[config.mk]
export PLATFORM = sky130hd
export DESIGN_NAME = uart_ctrl_regs
export DESIGN_NICKNAME = d
export VERILOG_FILES = /design/src/rtl/uart_regs_pkg.sv /design/src/rtl/urx_fifo.sv /design/src/rtl/ubaud_gen.sv /design/src/rtl/urx_timeout.sv /design/src/rtl/uart_ctrl_regs.sv
export SDC_FILE = /design/constraint.sdc
export NUM_CORES = 1
export LEC_CHECK = 0
export ABC_AREA = 1
export BUFFER_PORTS_ARGS = -buffer_cell sky130_fd_sc_hd__buf_2
export CORE_ASPECT_RATIO = 0.6
export CORE_UTILIZATION = 50
export CTS_BUF_LIST = sky130_fd_sc_hd__clkbuf_4 sky130_fd_sc_hd__clkbuf_8
export DETAILED_ROUTE_END_ITERATION = 8
export PLACE_DENSITY = 0.77
export RECOVER_POWER = 50
export SYNTH_ARGS = -nofsm -noshare
export SYNTH_HDL_FRONTEND = slang
export SYNTH_SLANG_ARGS = --single-unit
[constraint.sdc]
create_clock -name clk -period 3.5 [get_ports clk]
set_clock_uncertainty 0.1 [all_clocks]
set_input_delay 0 -clock clk [delete_from_list [all_inputs] [get_ports clk]]
set_output_delay 0 -clock clk [all_outputs]
set_load 0.1 [all_outputs]
[src/rtl/uart_regs_pkg.sv]
package uart_regs_pkg;

  localparam logic [2:0] OFS_DATA = 3'd0;
  localparam logic [2:0] OFS_IEN  = 3'd1;
  localparam logic [2:0] OFS_ID   = 3'd2;
  localparam logic [2:0] OFS_LINE = 3'd3;
  localparam logic [2:0] OFS_STAT = 3'd5;

  localparam logic [3:0] ID_NONE    = 4'h1;
  localparam logic [3:0] ID_RX_LVL  = 4'h4;
  localparam logic [3:0] ID_RX_IDLE = 4'hC;

  localparam logic [7:0] LINE_RESET = 8'h03;

  function automatic int unsigned trig_bytes(input logic [1:0] sel);
    case (sel)
      2'b00:   return 1;
      2'b01:   return 4;
      2'b10:   return 8;
      default: return 14;
    endcase
  endfunction

endpackage

[src/rtl/urx_fifo.sv]
module urx_fifo #(
  parameter int DEPTH = 16,
  parameter int WIDTH = 8,
  localparam int AW = (DEPTH > 1) ? $clog2(DEPTH) : 1,
  localparam int CW = $clog2(DEPTH + 1)
) (
  input  logic             clk,
  input  logic             rst_n,
  input  logic             clr,
  input  logic             push,
  input  logic [WIDTH-1:0] din,
  input  logic             pop,
  output logic [WIDTH-1:0] dout,
  output logic [CW-1:0]    count,
  output logic             empty,
  output logic             full
);

  logic [WIDTH-1:0] mem [DEPTH];
  logic [AW-1:0] wr_ptr_q, wr_ptr_d, rd_ptr_q, rd_ptr_d, wr_inc, rd_inc;
  logic [CW-1:0] cnt_q, cnt_d;

  generate
    if ((DEPTH & (DEPTH - 1)) == 0) begin : g_pow2
      assign wr_inc = wr_ptr_q + 1'b1;
      assign rd_inc = rd_ptr_q + 1'b1;
    end else begin : g_wrap
      assign wr_inc = (wr_ptr_q == AW'(DEPTH - 1)) ? '0 : wr_ptr_q + 1'b1;
      assign rd_inc = (rd_ptr_q == AW'(DEPTH - 1)) ? '0 : rd_ptr_q + 1'b1;
    end
  endgenerate

  assign empty = (cnt_q == '0);
  assign full  = (cnt_q == CW'(DEPTH));
  assign count = cnt_q;
  assign dout  = mem[rd_ptr_q];

  always_comb begin
    wr_ptr_d = wr_ptr_q;
    rd_ptr_d = rd_ptr_q;
    cnt_d    = cnt_q;
    if (clr) begin
      wr_ptr_d = '0;
      rd_ptr_d = '0;
      cnt_d    = '0;
    end else begin
      if (push) wr_ptr_d = wr_inc;
      if (pop)  rd_ptr_d = rd_inc;
      case ({push, pop})
        2'b10:   cnt_d = cnt_q + 1'b1;
        2'b01:   cnt_d = cnt_q - 1'b1;
        default: cnt_d = cnt_q;
      endcase
    end
  end

  always_ff @(posedge clk or negedge rst_n) begin
    if (!rst_n) begin
      wr_ptr_q <= '0;
      rd_ptr_q <= '0;
      cnt_q    <= '0;
    end else begin
      wr_ptr_q <= wr_ptr_d;
      rd_ptr_q <= rd_ptr_d;
      cnt_q    <= cnt_d;
    end
  end

  always_ff @(posedge clk) begin
    if (push && !clr) mem[wr_ptr_q] <= din;
  end

endmodule

[src/rtl/ubaud_gen.sv]
module ubaud_gen #(
  parameter int DW = 16
) (
  input  logic          clk,
  input  logic          rst_n,
  input  logic [DW-1:0] divisor,
  input  logic          restart,
  output logic          tick
);

  logic [DW-1:0] cnt_q, cnt_d;
  logic          run;

  assign run  = (divisor != '0);
  assign tick = run && (cnt_q == divisor - 1'b1);

  always_comb begin
    if (restart || !run || tick) cnt_d = '0;
    else                         cnt_d = cnt_q + 1'b1;
  end

  always_ff @(posedge clk or negedge rst_n) begin
    if (!rst_n) cnt_q <= '0;
    else        cnt_q <= cnt_d;
  end

endmodule

[src/rtl/urx_timeout.sv]
module urx_timeout #(
  parameter int LIMIT = 640,
  localparam int TW = $clog2(LIMIT + 1)
) (
  input  logic clk,
  input  logic rst_n,
  input  logic tick,
  input  logic restart,
  input  logic active,
  output logic expired
);

  logic [TW-1:0] timer_q, timer_d;
  logic          flag_q, flag_d;

  always_comb begin
    timer_d = timer_q;
    flag_d  = flag_q;
    if (restart || !active) begin
      timer_d = '0;
      flag_d  = 1'b0;
    end else if (tick && !flag_q) begin
      if (timer_q == TW'(LIMIT - 1)) flag_d  = 1'b1;
      else                           timer_d = timer_q + 1'b1;
    end
  end

  always_ff @(posedge clk or negedge rst_n) begin
    if (!rst_n) begin
      timer_q <= '0;
      flag_q  <= 1'b0;
    end else begin
      timer_q <= timer_d;
      flag_q  <= flag_d;
    end
  end

  assign expired = flag_q;

endmodule

[src/rtl/uart_ctrl_regs.sv]
module uart_ctrl_regs
  import uart_regs_pkg::*;
#(
  parameter int          FIFO_DEPTH     = 16,
  parameter int          TICKS_PER_CHAR = 160,
  parameter int          TIMEOUT_CHARS  = 4,
  parameter logic [15:0] DIV_RESET      = 16'd27
) (
  input  logic       clk,
  input  logic       rst_n,
  input  logic [2:0] reg_addr,
  input  logic       reg_wr,
  input  logic       reg_rd,
  input  logic [7:0] reg_wdata,
  output logic [7:0] reg_rdata,
  input  logic       rx_valid,
  input  logic [7:0] rx_data,
  output logic       tx_valid,
  output logic [7:0] tx_data,
  input  logic       tx_ready,
  output logic       baud_tick,
  output logic       irq
);

  localparam int CW    = $clog2(FIFO_DEPTH + 1);
  localparam int LIMIT = TICKS_PER_CHAR * TIMEOUT_CHARS;

  // reset: asserted asynchronously, released on the clock
  logic [1:0] rst_pipe;
  logic       rst_n_s;
  always_ff @(posedge clk or negedge rst_n) begin
    if (!rst_n) rst_pipe <= 2'b00;
    else        rst_pipe <= {rst_pipe[0], 1'b1};
  end
  assign rst_n_s = rst_pipe[1];

  // architectural state
  logic [7:0]  lcr_q, lcr_d;
  logic [3:0]  ier_q, ier_d;
  logic [1:0]  trig_q, trig_d;
  logic [7:0]  dll_q, dll_d, dlm_q, dlm_d;
  logic        ovr_q, ovr_d;
  logic        thr_full_q, thr_full_d;
  logic [7:0]  thr_q, thr_d;

  // access decode
  logic dlab;
  logic wr_thr, wr_dll, wr_ier, wr_dlm, wr_fcr, wr_lcr;
  logic rd_rbr, rd_lsr;
  assign dlab   = lcr_q[7];
  assign wr_thr = reg_wr && reg_addr == OFS_DATA && !dlab;
  assign wr_dll = reg_wr && reg_addr == OFS_DATA &&  dlab;
  assign wr_ier = reg_wr && reg_addr == OFS_IEN  && !dlab;
  assign wr_dlm = reg_wr && reg_addr == OFS_IEN  &&  dlab;
  assign wr_fcr = reg_wr && reg_addr == OFS_ID;
  assign wr_lcr = reg_wr && reg_addr == OFS_LINE;
  assign rd_rbr = reg_rd && reg_addr == OFS_DATA && !dlab;
  assign rd_lsr = reg_rd && reg_addr == OFS_STAT;

  // receive path
  logic          fifo_clr, fifo_push, fifo_pop, fifo_empty, fifo_full;
  logic [7:0]    fifo_dout;
  logic [CW-1:0] fifo_cnt;
  assign fifo_clr  = wr_fcr && reg_wdata[1];
  assign fifo_push = rx_valid && !fifo_full;
  assign fifo_pop  = rd_rbr && !fifo_empty;

  urx_fifo #(.DEPTH(FIFO_DEPTH), .WIDTH(8)) i_rx_fifo (
    .clk   (clk),
    .rst_n (rst_n_s),
    .clr   (fifo_clr),
    .push  (fifo_push),
    .din   (rx_data),
    .pop   (fifo_pop),
    .dout  (fifo_dout),
    .count (fifo_cnt),
    .empty (fifo_empty),
    .full  (fifo_full)
  );

  logic [15:0] divisor;
  assign divisor = {dlm_q, dll_q};

  ubaud_gen #(.DW(16)) i_baud (
    .clk     (clk),
    .rst_n   (rst_n_s),
    .divisor (divisor),
    .restart (wr_dll || wr_dlm),
    .tick    (baud_tick)
  );

  logic to_flag;
  urx_timeout #(.LIMIT(LIMIT)) i_timeout (
    .clk     (clk),
    .rst_n   (rst_n_s),
    .tick    (baud_tick),
    .restart (fifo_push || fifo_pop || fifo_clr),
    .active  (!fifo_empty),
    .expired (to_flag)
  );

  // interrupt cause
  logic       lvl_hit, irq_lvl, irq_idle;
  logic [3:0] id_code;
  assign lvl_hit  = int'(fifo_cnt) >= int'(trig_bytes(trig_q));
  assign irq_lvl  = ier_q[0] && lvl_hit;
  assign irq_idle = ier_q[0] && to_flag && !fifo_empty;
  assign irq      = irq_lvl || irq_idle;

  always_comb begin
    if (irq_lvl)       id_code = ID_RX_LVL;
    else if (irq_idle) id_code = ID_RX_IDLE;
    else               id_code = ID_NONE;
  end

  // next state
  always_comb begin
    lcr_d      = lcr_q;
    ier_d      = ier_q;
    trig_d     = trig_q;
    dll_d      = dll_q;
    dlm_d      = dlm_q;
    ovr_d      = ovr_q;
    thr_full_d = thr_full_q;
    thr_d      = thr_q;
    if (wr_lcr) lcr_d  = reg_wdata;
    if (wr_ier) ier_d  = reg_wdata[3:0];
    if (wr_fcr) trig_d = reg_wdata[7:6];
    if (wr_dll) dll_d  = reg_wdata;
    if (wr_dlm) dlm_d  = reg_wdata;
    if (rx_valid && fifo_full) ovr_d = 1'b1;
    else if (rd_lsr)           ovr_d = 1'b0;
    if (thr_full_q) begin
      if (tx_ready) thr_full_d = 1'b0;
    end else if (wr_thr) begin
      thr_full_d = 1'b1;
      thr_d      = reg_wdata;
    end
  end

  always_ff @(posedge clk or negedge rst_n_s) begin
    if (!rst_n_s) begin
      lcr_q      <= LINE_RESET;
      ier_q      <= '0;
      trig_q     <= '0;
      dll_q      <= DIV_RESET[7:0];
      dlm_q      <= DIV_RESET[15:8];
      ovr_q      <= 1'b0;
      thr_full_q <= 1'b0;
      thr_q      <= '0;
    end else begin
      lcr_q      <= lcr_d;
      ier_q      <= ier_d;
      trig_q     <= trig_d;
      dll_q      <= dll_d;
      dlm_q      <= dlm_d;
      ovr_q      <= ovr_d;
      thr_full_q <= thr_full_d;
      thr_q      <= thr_d;
    end
  end

  assign tx_valid = thr_full_q;
  assign tx_data  = thr_q;

  // read data
  logic [7:0] lsr;
  assign lsr = {1'b0, !thr_full_q, !thr_full_q, 3'b000, ovr_q, !fifo_empty};

  always_comb begin
    case (reg_addr)
      OFS_DATA: reg_rdata = dlab ? dll_q : (fifo_empty ? 8'h00 : fifo_dout);
      OFS_IEN:  reg_rdata = dlab ? dlm_q : {4'h0, ier_q};
      OFS_ID:   reg_rdata = {4'hC, id_code};
      OFS_LINE: reg_rdata = lcr_q;
      OFS_STAT: reg_rdata = lsr;
      default:  reg_rdata = 8'h00;
    endcase
  end

endmodule

After elaboration in Yosys (flattened, before gate mapping). Memory sizes are Yosys's and may differ from the RTL's. Index checks and enable logic that the tools add are counted.

RAM bits: 128. Memories: 1. Output and inout port bits: 19. Bits of input ports: 25. Word-level logic and storage cells: 112. Flip-flop bits (word level): 82.

Memory list: i_rx_fifo.mem (words 16, width 8, rd ports 1, clocked after memory_dff 0, write ports 1, RTL line urx_fifo.sv:19) `logic [WIDTH-1:0] mem [DEPTH];`.

Mux-type cells: 27. Equality and inequality tests: 12. Bitwise logic cells: 1. Reduce and logical (&&, ||, !) cells: 48. $add $sub $neg: 7. Order comparisons: 1.

Operators by type and width (count): $pmux W8 S5 (1); $ge A6 B32 Y1 (1); $mux W10 (3); $mux W4 (6); $mux W8 (3); $logic_and A1 B1 Y1 (21); $add A16 B1 Y16 const B (1); $eq A16 B16 Y1 (1); $mux W16 (1); $reduce_bool A16 Y1 (1); $sub A16 B1 Y16 const B (1); $pmux W4 S3 (1); $add A10 B1 Y10 const B (1); $eq A10 B10 Y1 const B (1); $mux W1 (10); $pmux W5 S2 (1); $reduce_bool A2 Y1 (5); $add A4 B1 Y4 const B (2); $logic_not A1 Y1 (7); $logic_or A1 B1 Y1 (7); $eq A3 B2 Y1 const B (2); $reduce_and A2 Y1 (3); $add A5 B1 Y5 const B (1); $eq A5 B5 Y1 const B (1); other kinds (12) (14).

Depth between registers and ports, before layout. Gate-level depths: netlist of the first run.

Depth after elaboration: 9. Depth in mapped cells: 17. Depth with buffers taken out: 17.

By module. Synthesis of the first run repeated with hierarchy kept, for this count alone.

Cells, all modules: 1114. Area total of the unflattened synthesis: 10393.7 um^2.

By module, submodules not included: urx_fifo (cells an instance 504, seq. area each 4169.0 um^2, area an instance 5914.4 um^2, times used 1); uart_ctrl_regs (cells an instance 262, seq. area each 1058.5 um^2, area an instance 2177.1 um^2, times used 1); ubaud_gen (cells an instance 257, seq. area each 400.4 um^2, area an instance 1586.5 um^2, times used 1); urx_timeout (cells an instance 91, seq. area each 275.3 um^2, area an instance 715.7 um^2, times used 1).

Worst setup path after synthesis of the first run. Ideal clock, no wire load.

Path type: register to output. From: register dll_q[0]. To: output baud_tick. Buffers on the path: 0. Data required time: 3400 ps. Setup slack: -291 ps. Cell stages (with the launch flop): 10. Arrival: 3691 ps. Cells stage by stage: dfstp_2 inv_1 ha_1 nand2_1 nand2_1 xor2_1 nor3b_1 nand4_1 nor2_1 nor3b_1.

Longest elaborated chain between the ends: 3. Elaborated cells on any way between the ends: 4. Classes of those cells: add/sub: 1; eq/ne: 1; reduce/logical: 2.

RTL lines: start, declared (RTL line uart_ctrl_regs.sv:41) `logic [7:0] dll_q, dll_d, dlm_q, dlm_d;`; start signal, assigned (RTL line uart_ctrl_regs.sv:146) `dll_q <= DIV_RESET[7:0];`; start signal, assigned (RTL line uart_ctrl_regs.sv:155) `dll_q <= dll_d;`; $sub A16 B1 Y16 (RTL line ubaud_gen.sv:15) `assign tick = run && (cnt_q == divisor - 1'b1);`; $eq A16 B16 Y1 (RTL line ubaud_gen.sv:15); $logic_and A1 B1 Y1 * (RTL line ubaud_gen.sv:15); end, declared (RTL line uart_ctrl_regs.sv:21) `output logic baud_tick,`.

Every way passes the cells marked *; elsewhere a longest branch is shown, timed or not.

Worst setup path after layout of the first run.
From: register i_rx_fifo.rd_ptr_q[1]. To: output reg_rdata[3].

Longest elaborated chain between the ends: 4.

RTL lines: start, declared (RTL line urx_fifo.sv:20) `logic [AW-1:0] wr_ptr_q, wr_ptr_d, rd_ptr_q, rd_ptr_d, wr_inc, rd_inc;`; start signal, assigned (RTL line urx_fifo.sv:64) `rd_ptr_q <= rd_ptr_d;`; $mem_v2 Z16 W8; $mux W8 (2 in series) (RTL line uart_ctrl_regs.sv:172) `OFS_DATA: reg_rdata = dlab ? dll_q : (fifo_empty ? 8'h00 : fifo_dout);`; $pmux W8 S5 (RTL line uart_ctrl_regs.sv:171) `case (reg_addr)`; end, declared (RTL line uart_ctrl_regs.sv:15) `output logic [7:0] reg_rdata,`.

Every way passes these cells.

==> results of run 1 <==
[per-layer routing]
metal  GRT usage [%]  vias to the layer above  wire (um)
met5               0                        -          0
met4            6.99                        0        595
met3            6.88                       53       2830
met2            33.6                      402      10200
met1            41.3                     3829      12300
li1                -                     3808          -
[stage by stage]
stage          cell area [um2]  hold WS (ns)
2_1_floorplan            10200        -0.396
3_3_place_gp             10700        -0.315
3_5_place_dp             10700        -0.305
4_1_cts                  11700        0.0699
5_1_grt                  11700         0.111
6_report                 11700        0.0950
[state kept, by name, indices dropped and copies added (netlist names)]
register and flops:
dlm_q 8, lcr_q 8, i_rx_fifo.mem 128, ovr_q 1, ier_q 4, i_rx_fifo.rd_ptr_q 4, i_rx_fifo.wr_ptr_q 4, trig_q 2
i_baud.cnt_q 16, i_rx_fifo.count 5, rst_pipe 2, dll_q 8, i_timeout.expired 1, i_timeout.timer_q 10, tx_valid 1, tx_data 8
[cell families (layout without fill, tap and decap cells)]
family / after synthesis / in the layout / share of synthesized area (%)
xor gates and xnor gates: 32 / 32 / 2.76
buffers and inverters: 132 / 243 / 5.18
other: 1 / 1 / 0.0369
DFF: 210 / 210 / 58.1
AOI/OAI and AO/OA: 198 / 198 / 11.0
and+or+nand+nor: 472 / 472 / 20.9
adders and majority gates: 16 / 16 / 2.04
[placed cells by master, fill, tap and decap left out, types with 8 or more instances in the layout]
cell	n
nand2_1	177
nor2_1	160
edfxtp_1	128
o21ai_0	115
inv_1	90
dfrtp_1	74
nand3_1	59
clkbuf_8	38
buf_2	33
dlygate4sd3_1	28
a21oi_1	24
xor2_1	22
nand4_1	21
clkbuf_4	17
buf_4	16
o211ai_1	15
o22ai_1	15
ha_1	15
nor3_1	13
nor2_4	13
clkbuf_1	12
xnor2_1	10
o221ai_1	8
[power by group through the flow]
stage                     Combinational [W]  Sequential (W)  Clock (W)
after floorplan                     0.00212         0.00352          0
after global placement              0.00306         0.00344          0
after detailed placement            0.00312         0.00345          0
after CTS                           0.00317         0.00341    0.00215
after global routing                0.00352         0.00347    0.00226
final                               0.00321         0.00343    0.00212
[area by class of cell]
class / instances / area [um2] / share of cell area (%)
repair buffers: 91 / 651 / 5.58
multi-input cells: 719 / 3740 / 32.1
clock buffers: 55 / 651 / 5.58
inverters: 94 / 353 / 3.03
flip-flops and latches: 210 / 5910 / 50.7
clock inverters: 3 / 21.3 / 0.183
well taps: 266 / 333 / 2.86
[worst max-delay path: cells and delay by family (launching register included)]
family                 cells  cell delay (ns)
AND/OR/NAND/NOR            5             0.51
buffers and inverters      2             0.83
AO/OA/AOI/OAI              3             0.53
flip-flops                 1             0.72
[final timing paths]
kind	startpoint	end	slack [ns]	cells past startpoint
hold / removal	reg_wdata[4]	dll_q[4]	0.09	4
setup / recovery	i_rx_fifo.rd_ptr_q[1]	reg_rdata[3]	0.19	10
min in group asynchronous	rst_n	rst_pipe[1]	0.18	3
setup reg to reg	dll_q[0]	i_baud.cnt_q[15]	0.61	13
max in group asynchronous	rst_pipe[1]	tx_data[3]	1.65	1
hold reg to reg	rst_pipe[0]	rst_pipe[1]	0.26	0
[repair_timing]
| action | 4_1_cts | 5_1_grt |
|---|---|---|
| buffers inserted | 0 | 0 |
| hold buffers | 28 | 0 |
| resized for setup | 0 | 1 |
| hold endpoints to repair | 186 | 0 |
| setup endpoints to repair | 0 | 1 |
==> impl_metrics.json, run 1 <==
{
  "status": "finished, final reports clean",
  "synth_flop_cell": "edfxtp_1",
  "crit_top_cell": "nand2_1",
  "antenna_found_initial": 0,
  "die_h_um": 112,
  "leakagePower_nw": 4.80,
  "final_core_util_pct": 59.9,
  "cts_buffers": 31,
  "synth-seq-cells": 210,
  "diodes": 0,
  "grt-ovfl-total": 0,
  "ios": 44,
  "grtUsageTotal_pct": 25.7,
  "async_flop_share_pct": 39.0,
  "path_cells": "buf_4, o21ai_0, o22ai_1, nand2_1, nand3_1, nand2_1, o22ai_1, nand2_1, nand3_1, buf_2",
  "clockBufferDepth": 3,
  "cp_slowest_cell": "dfrtp_1",
  "drtPass1Iterations": 6,
  "h-tree-depth": 1,
  "vias_per_cell": 5.63,
  "slew_headroom_pct": 22.5,
  "vias": 8092,
  "fin_cells": 1438,
  "setup_tns_ns": 0,
  "p_sw_w": 0.00360,
  "postSynthAreaPerCell_um2": 9.58,
  "routabilityCongestion": 0.909,
  "grt_pass1_vias": 7427,
  "ys_seq_area_share_pct": 58.1,
  "timing.final.ws_setup_ns": 0.193,
  "place_hpwl_um": 17600,
  "rsz0062_at_grt": "no",
  "startpoint_type": "flip-flop",
  "synth_fp_nets": 1102,
  "min_period_over_period_pct": 94.5,
  "synthCells": 1061,
  "dp_slack_ns": 0.652,
  "power_w": 0.00876,
  "final.fill_count": 1594,
  "peakVddDrop_mv": 0.607,
  "drc_errors": 0,
  "cp.required_ns": 3.40,
  "powerDensity_mw_per_mm2": 751,
  "ys_warn_count": 0,
  "dieWidth_um": 186,
  "yosys.area.top_type": "edfxtp_1",
  "finalNetCount": 1188,
  "share_seq_of_total_power_pct": 39.1,
  "wl_per_cell_um": 18.0,
  "critPathMaxStageDelay_ns": 0.72,
  "row_count": 39,
  "area_delta_synth_final_pct": 14.7,
  "yosys-top-cells-count": "nand2_1, nor2_1, edfxtp_1, o21ai_0, inv_1",
  "setup_viol_count_final": 0,
  "synthMostInstantiatedCell": "nand2_1",
  "drtIter0Drc": 1120,
  "start_util_pct": 52.2,
  "core_mm2": 0.0195,
  "ys_types": 44,
  "slew_violations": 0,
  "crit_type": "reg -> out",
  "clockRootBuffer": "clkbuf_8",
  "die_area_mm2": 0.0209,
  "synth_area_mm2": 0.0102,
  "final_antenna_net_count": 0,
  "grt_pass1_wl_um": 40800,
  "clock_power_share_pct": 24.2,
  "wirelength_um": 25900,
  "p_sw_share_pct": 41.1,
  "cts_tree": "yes",
  "period_minus_slack_ns": 3.31,
  "cts.sinks": 210,
  "intPower_w": 0.00516,
  "maxCapViolCount": 0,
  "grt_start_max_net_pins": 68,
  "yosys.area.top_type_share_pct": 37.8,
  "clock_latency_ns": 0.60,
  "cp_data_arrival_time_ns": 3.21,
  "end_kind": "primary output",
  "dp.cells": 1352,
  "hold_violations": 0,
  "io_buffers": 43,
  "worstHoldPathType": "in -> reg",
  "crit_fanout": 23,
  "power_frac_comb_pct": 36.7,
  "fmax_ghz": 0.302,
  "drive_above_1_share_pct": 12.9,
  "synth_edf_count": 128,
  "synthTopCellsByArea": "edfxtp_1, dfrtp_1, nand2_1",
  "tightest_slew_ns": 1.17,
  "cts.reportedPaths.clkPinSlew_ns": 0.07
}
Power figures use the tool's default switching activity.
==> inputs of run 2 (changes only) <==
--- a/config.mk
+++ b/config.mk
@@ -5,13 +5,13 @@
 export SDC_FILE = /design/constraint.sdc
 export NUM_CORES = 1
 export LEC_CHECK = 0
-export ABC_AREA = 1
 export BUFFER_PORTS_ARGS = -buffer_cell sky130_fd_sc_hd__buf_2
 export CORE_ASPECT_RATIO = 0.6
-export CORE_UTILIZATION = 50
+export CORE_UTILIZATION = 64
 export CTS_BUF_LIST = sky130_fd_sc_hd__clkbuf_4 sky130_fd_sc_hd__clkbuf_8
 export DETAILED_ROUTE_END_ITERATION = 8
-export PLACE_DENSITY = 0.77
+export HOLD_SLACK_MARGIN = 0.02
+export PLACE_DENSITY = 0.92
 export RECOVER_POWER = 50
 export SYNTH_ARGS = -nofsm -noshare
 export SYNTH_HDL_FRONTEND = slang
==> run 2 against run 1 <==
Against the previous run: sequential power about the same; highest routed layer unchanged; die area decreased by 25%; clock power decreased by 9%; the flow now finishes with violations (max-capacitance violations, max-slew violations); synthesized area decreased by 4.0%; first-iteration DRC count decreased by 25%; sequential share of layout area increased by 2.4 points; combinational power decreased by 15%; hold slack got worse by 0.028 ns.
==> impl_metrics.json, run 2 <==
{
  "vias_per_cell": 6.60,
  "vias": 6660,
  "setup_viol_count_final": 0,
  "leakagePower_nw": 4.25,
  "die_area_mm2": 0.0158,
  "ys_types": 65,
  "post-cts-setup-buffer-count": 0,
  "start_util_pct": 66.5,
  "layout_common_cells": "edfxtp_1, dfrtp_1, nor2_1",
  "use_met1_pct": 47.0,
  "intPower_w": 0.00512,
  "synthCells": 707,
  "slew_headroom_pct": -19.0,
  "die_h_um": 97.7,
  "clockRootBuffer": "clkbuf_8",
  "timing.rr.start": "dll_q[2]",
  "yosys-top-cells-count": "edfxtp_1, dfrtp_1, nor2_1, nand2_1, mux4_2",
  "p_sw_w": 0.00300,
  "clock_power_share_pct": 23.8,
  "synth_edf_count": 128,
  "row_count": 34,
  "peakVddDrop_mv": 0.815,
  "cp_slowest_cell": "mux4_2",
  "grt_pass1_vias": 6856,
  "gr-usage-met3_pct": 9.56,
  "setup_tns_ns": 0,
  "startpoint_type": "flip-flop",
  "yosys.area.top_type_share_pct": 39.4,
  "ys_seq_area_share_pct": 60.5,
  "routabilityCongestion": 0.947,
  "regMostFlops": "i_rx_fifo.mem",
  "crit_fanout": 21,
  "largest_register_ffs": 128,
  "synthMostInstantiatedCell": "edfxtp_1",
  "critPathMaxStageDelay_ns": 0.57,
  "grt_start_max_net_pins": 81,
  "finalNetCount": 830,
  "synth_fp_nets": 748,
  "power_frac_comb_pct": 33.6,
  "ys_warn_count": 0,
  "drtIter0Drc": 835,
  "drtPass1Iterations": 5,
  "slew_violations": 81,
  "drive_above_1_share_pct": 22.9,
  "cp_data_arrival_time_ns": 3.28,
  "area_delta_synth_final_pct": 13.9,
  "cp.required_ns": 3.40,
  "min_period_over_period_pct": 96.5,
  "maxCapViolCount": 1,
  "busiest_layer": "met2",
  "async_flop_share_pct": 39.0,
  "final_antenna_net_count": 0,
  "tightest_slew_ns": 1.79,
  "cts.sinks": 210,
  "antenna_found_initial": 0,
  "rsz0062_at_grt": "no",
  "synth_area_mm2": 0.00976,
  "place_hpwl_um": 16600,
  "grtUsageTotal_pct": 32.9,
  "drc_errors": 0,
  "io_buffers": 43,
  "powerDensity_mw_per_mm2": 730,
  "grt_pass1_wl_um": 38200,
  "failed_checks": "max-capacitance violations, max-slew violations",
  "dp_slack_ns": 0.170,
  "startpoint": "i_rx_fifo.rd_ptr_q[0]",
  "core_mm2": 0.0147,
  "dieWidth_um": 161,
  "wl_per_cell_um": 24.3,
  "wirelength_um": 24500,
  "p_sw_share_pct": 36.9,
  "grt-ovfl-total": 0,
  "period_minus_slack_ns": 3.38,
  "h-tree-depth": 1,
  "worstHoldPathType": "in -> reg",
  "share_seq_of_total_power_pct": 42.6,
  "fmax_ghz": 0.296,
  "clock_latency_ns": 0.58,
  "cts_buffers": 29,
  "clockBufferDepth": 3,
  "end_kind": "primary output",
  "gr-usage-met2_pct": 49.1,
  "mostFrequentLayoutCell": "edfxtp_1",
  "crit_top_cell": "mux4_2",
  "cts.reportedPaths.clkPinSlew_ns": 0.08,
  "synth_flop_cell": "edfxtp_1",
  "ios": 44,
  "postSynthAreaPerCell_um2": 13.8,
  "synthTopCellsByArea": "edfxtp_1, dfrtp_1, mux4_2",
  "crit_type": "reg -> out",
  "top_regs": "i_rx_fifo.mem (128), i_baud.cnt_q (16), i_timeout.timer_q (10)",
  "hold_violations": 0,
  "path_cells": "buf_12, mux4_2, mux4_2, a221oi_2, a311oi_1, a21oi_1, nor2_1, clkbuf_4",
  "timing.final.ws_setup_ns": 0.122,
  "status": "finished, violations left",
  "yosys.area.top_type": "edfxtp_1",
  "diodes": 0,
  "synth-seq-cells": 210,
  "hold_start": "tx_ready",
  "cts_tree": "yes"
}
## run 2: changes by cell type after synthesis, moves of 14 or more
cell / change
nand2b_1: +14
inv_1: -74
mux4_2: +40
o21ai_0: -100
mux2_2: +36
nor2_1: -102
nand2_1: -134
o22ai_1: -14
nand3_1: -32
## run 2: final cells by class
class / count / area [um2]
clock inverter: 19 / 138
multi-input combinational: 443 / 3680
tap: 198 / 248
inverter: 18 / 67.6
clock buffer: 34 / 437
fill: 832 / 3560
sequential: 210 / 5910
timing repair buffer: 87 / 639
## run 2: timing repair
item | 4_1_cts | 5_1_grt
gates resized for setup | 1 | 9
cloned | 0 | 0
hold buffers | 27 | 0
hold endpoints to repair | 180 | 0
endpoints found under the setup margin | 1 | 5
## run 2: path summary, 6_finish.rpt
kind,endpoint,slack (ns),depth (start not counted)
max,reg_rdata[2],0.12,8
min,tx_valid,0.07,3
max reg2reg,i_timeout.timer_q[7],0.17,7
min reg2reg,rst_pipe[1],0.27,0
max in group asynchronous,i_rx_fifo.rd_ptr_q[0],1.45,0
min in group asynchronous,rst_pipe[0],0.21,3
## run 2: metal layers
layer  routed length (um)  vias to the layer above
met5                    0                        -
met4                  672                        0
met3                 2950                       77
met2                11100                      442
met1                 9780                     3296
li1                     -                     2845
## run 2: kinds of logic (layout without fill, tap and decap cells)
family          count (synthesis)  in the layout  share of synthesized area, %
xor+xnor                       39             39                          3.50
compound gates                 75             75                          5.11
other cells                     1              1                        0.0384
flops                         210            210                          60.5
mux                            89             89                          14.7
simple gates                  223            223                          11.8
fa+ha+maj                      16             16                          2.13
buf+inv                        54            158                          2.23
## run 2: per-stage QoR
stage / cell area (um2) / std cells / hold slack, ns / util [%] / power (W)
6_report: 11100 / 1009 / 0.0672 / 75.8 / 0.00812
2_1_floorplan: 9780 / 707 / -0.396 / - / 0.00529
3_3_place_gp: 10300 / 929 / -0.315 / 69.9 / 0.00590
3_5_place_dp: 10300 / 929 / -0.314 / 69.9 / 0.00609
4_1_cts: 11100 / 1009 / 0.0477 / 75.6 / 0.00802
5_1_grt: 11100 / 1009 / 0.0622 / 75.8 / 0.00845
## run 2: power by group through the flow
| stage | clock (W) | sequential, W | combinational, W |
|---|---|---|---|
| 2_1_floorplan | 0 | 0.00345 | 0.00185 |
| 3_3_place_gp | 0 | 0.00343 | 0.00247 |
| 3_5_place_dp | 0 | 0.00347 | 0.00262 |
| 4_1_cts | 0.00192 | 0.00342 | 0.00267 |
| 5_1_grt | 0.00206 | 0.00349 | 0.00291 |
| 6_report | 0.00193 | 0.00346 | 0.00273 |
## run 2: worst max-delay path, delay by kind of cell, from the launching register on
kind | cells | cell delay [ns]
AO/OA/AOI/OAI | 3 | 0.56
buffers and inverters | 2 | 0.53
AND/OR/NAND/NOR | 1 | 0.13
flip-flops | 1 | 0.39
multiplexers | 2 | 1.10
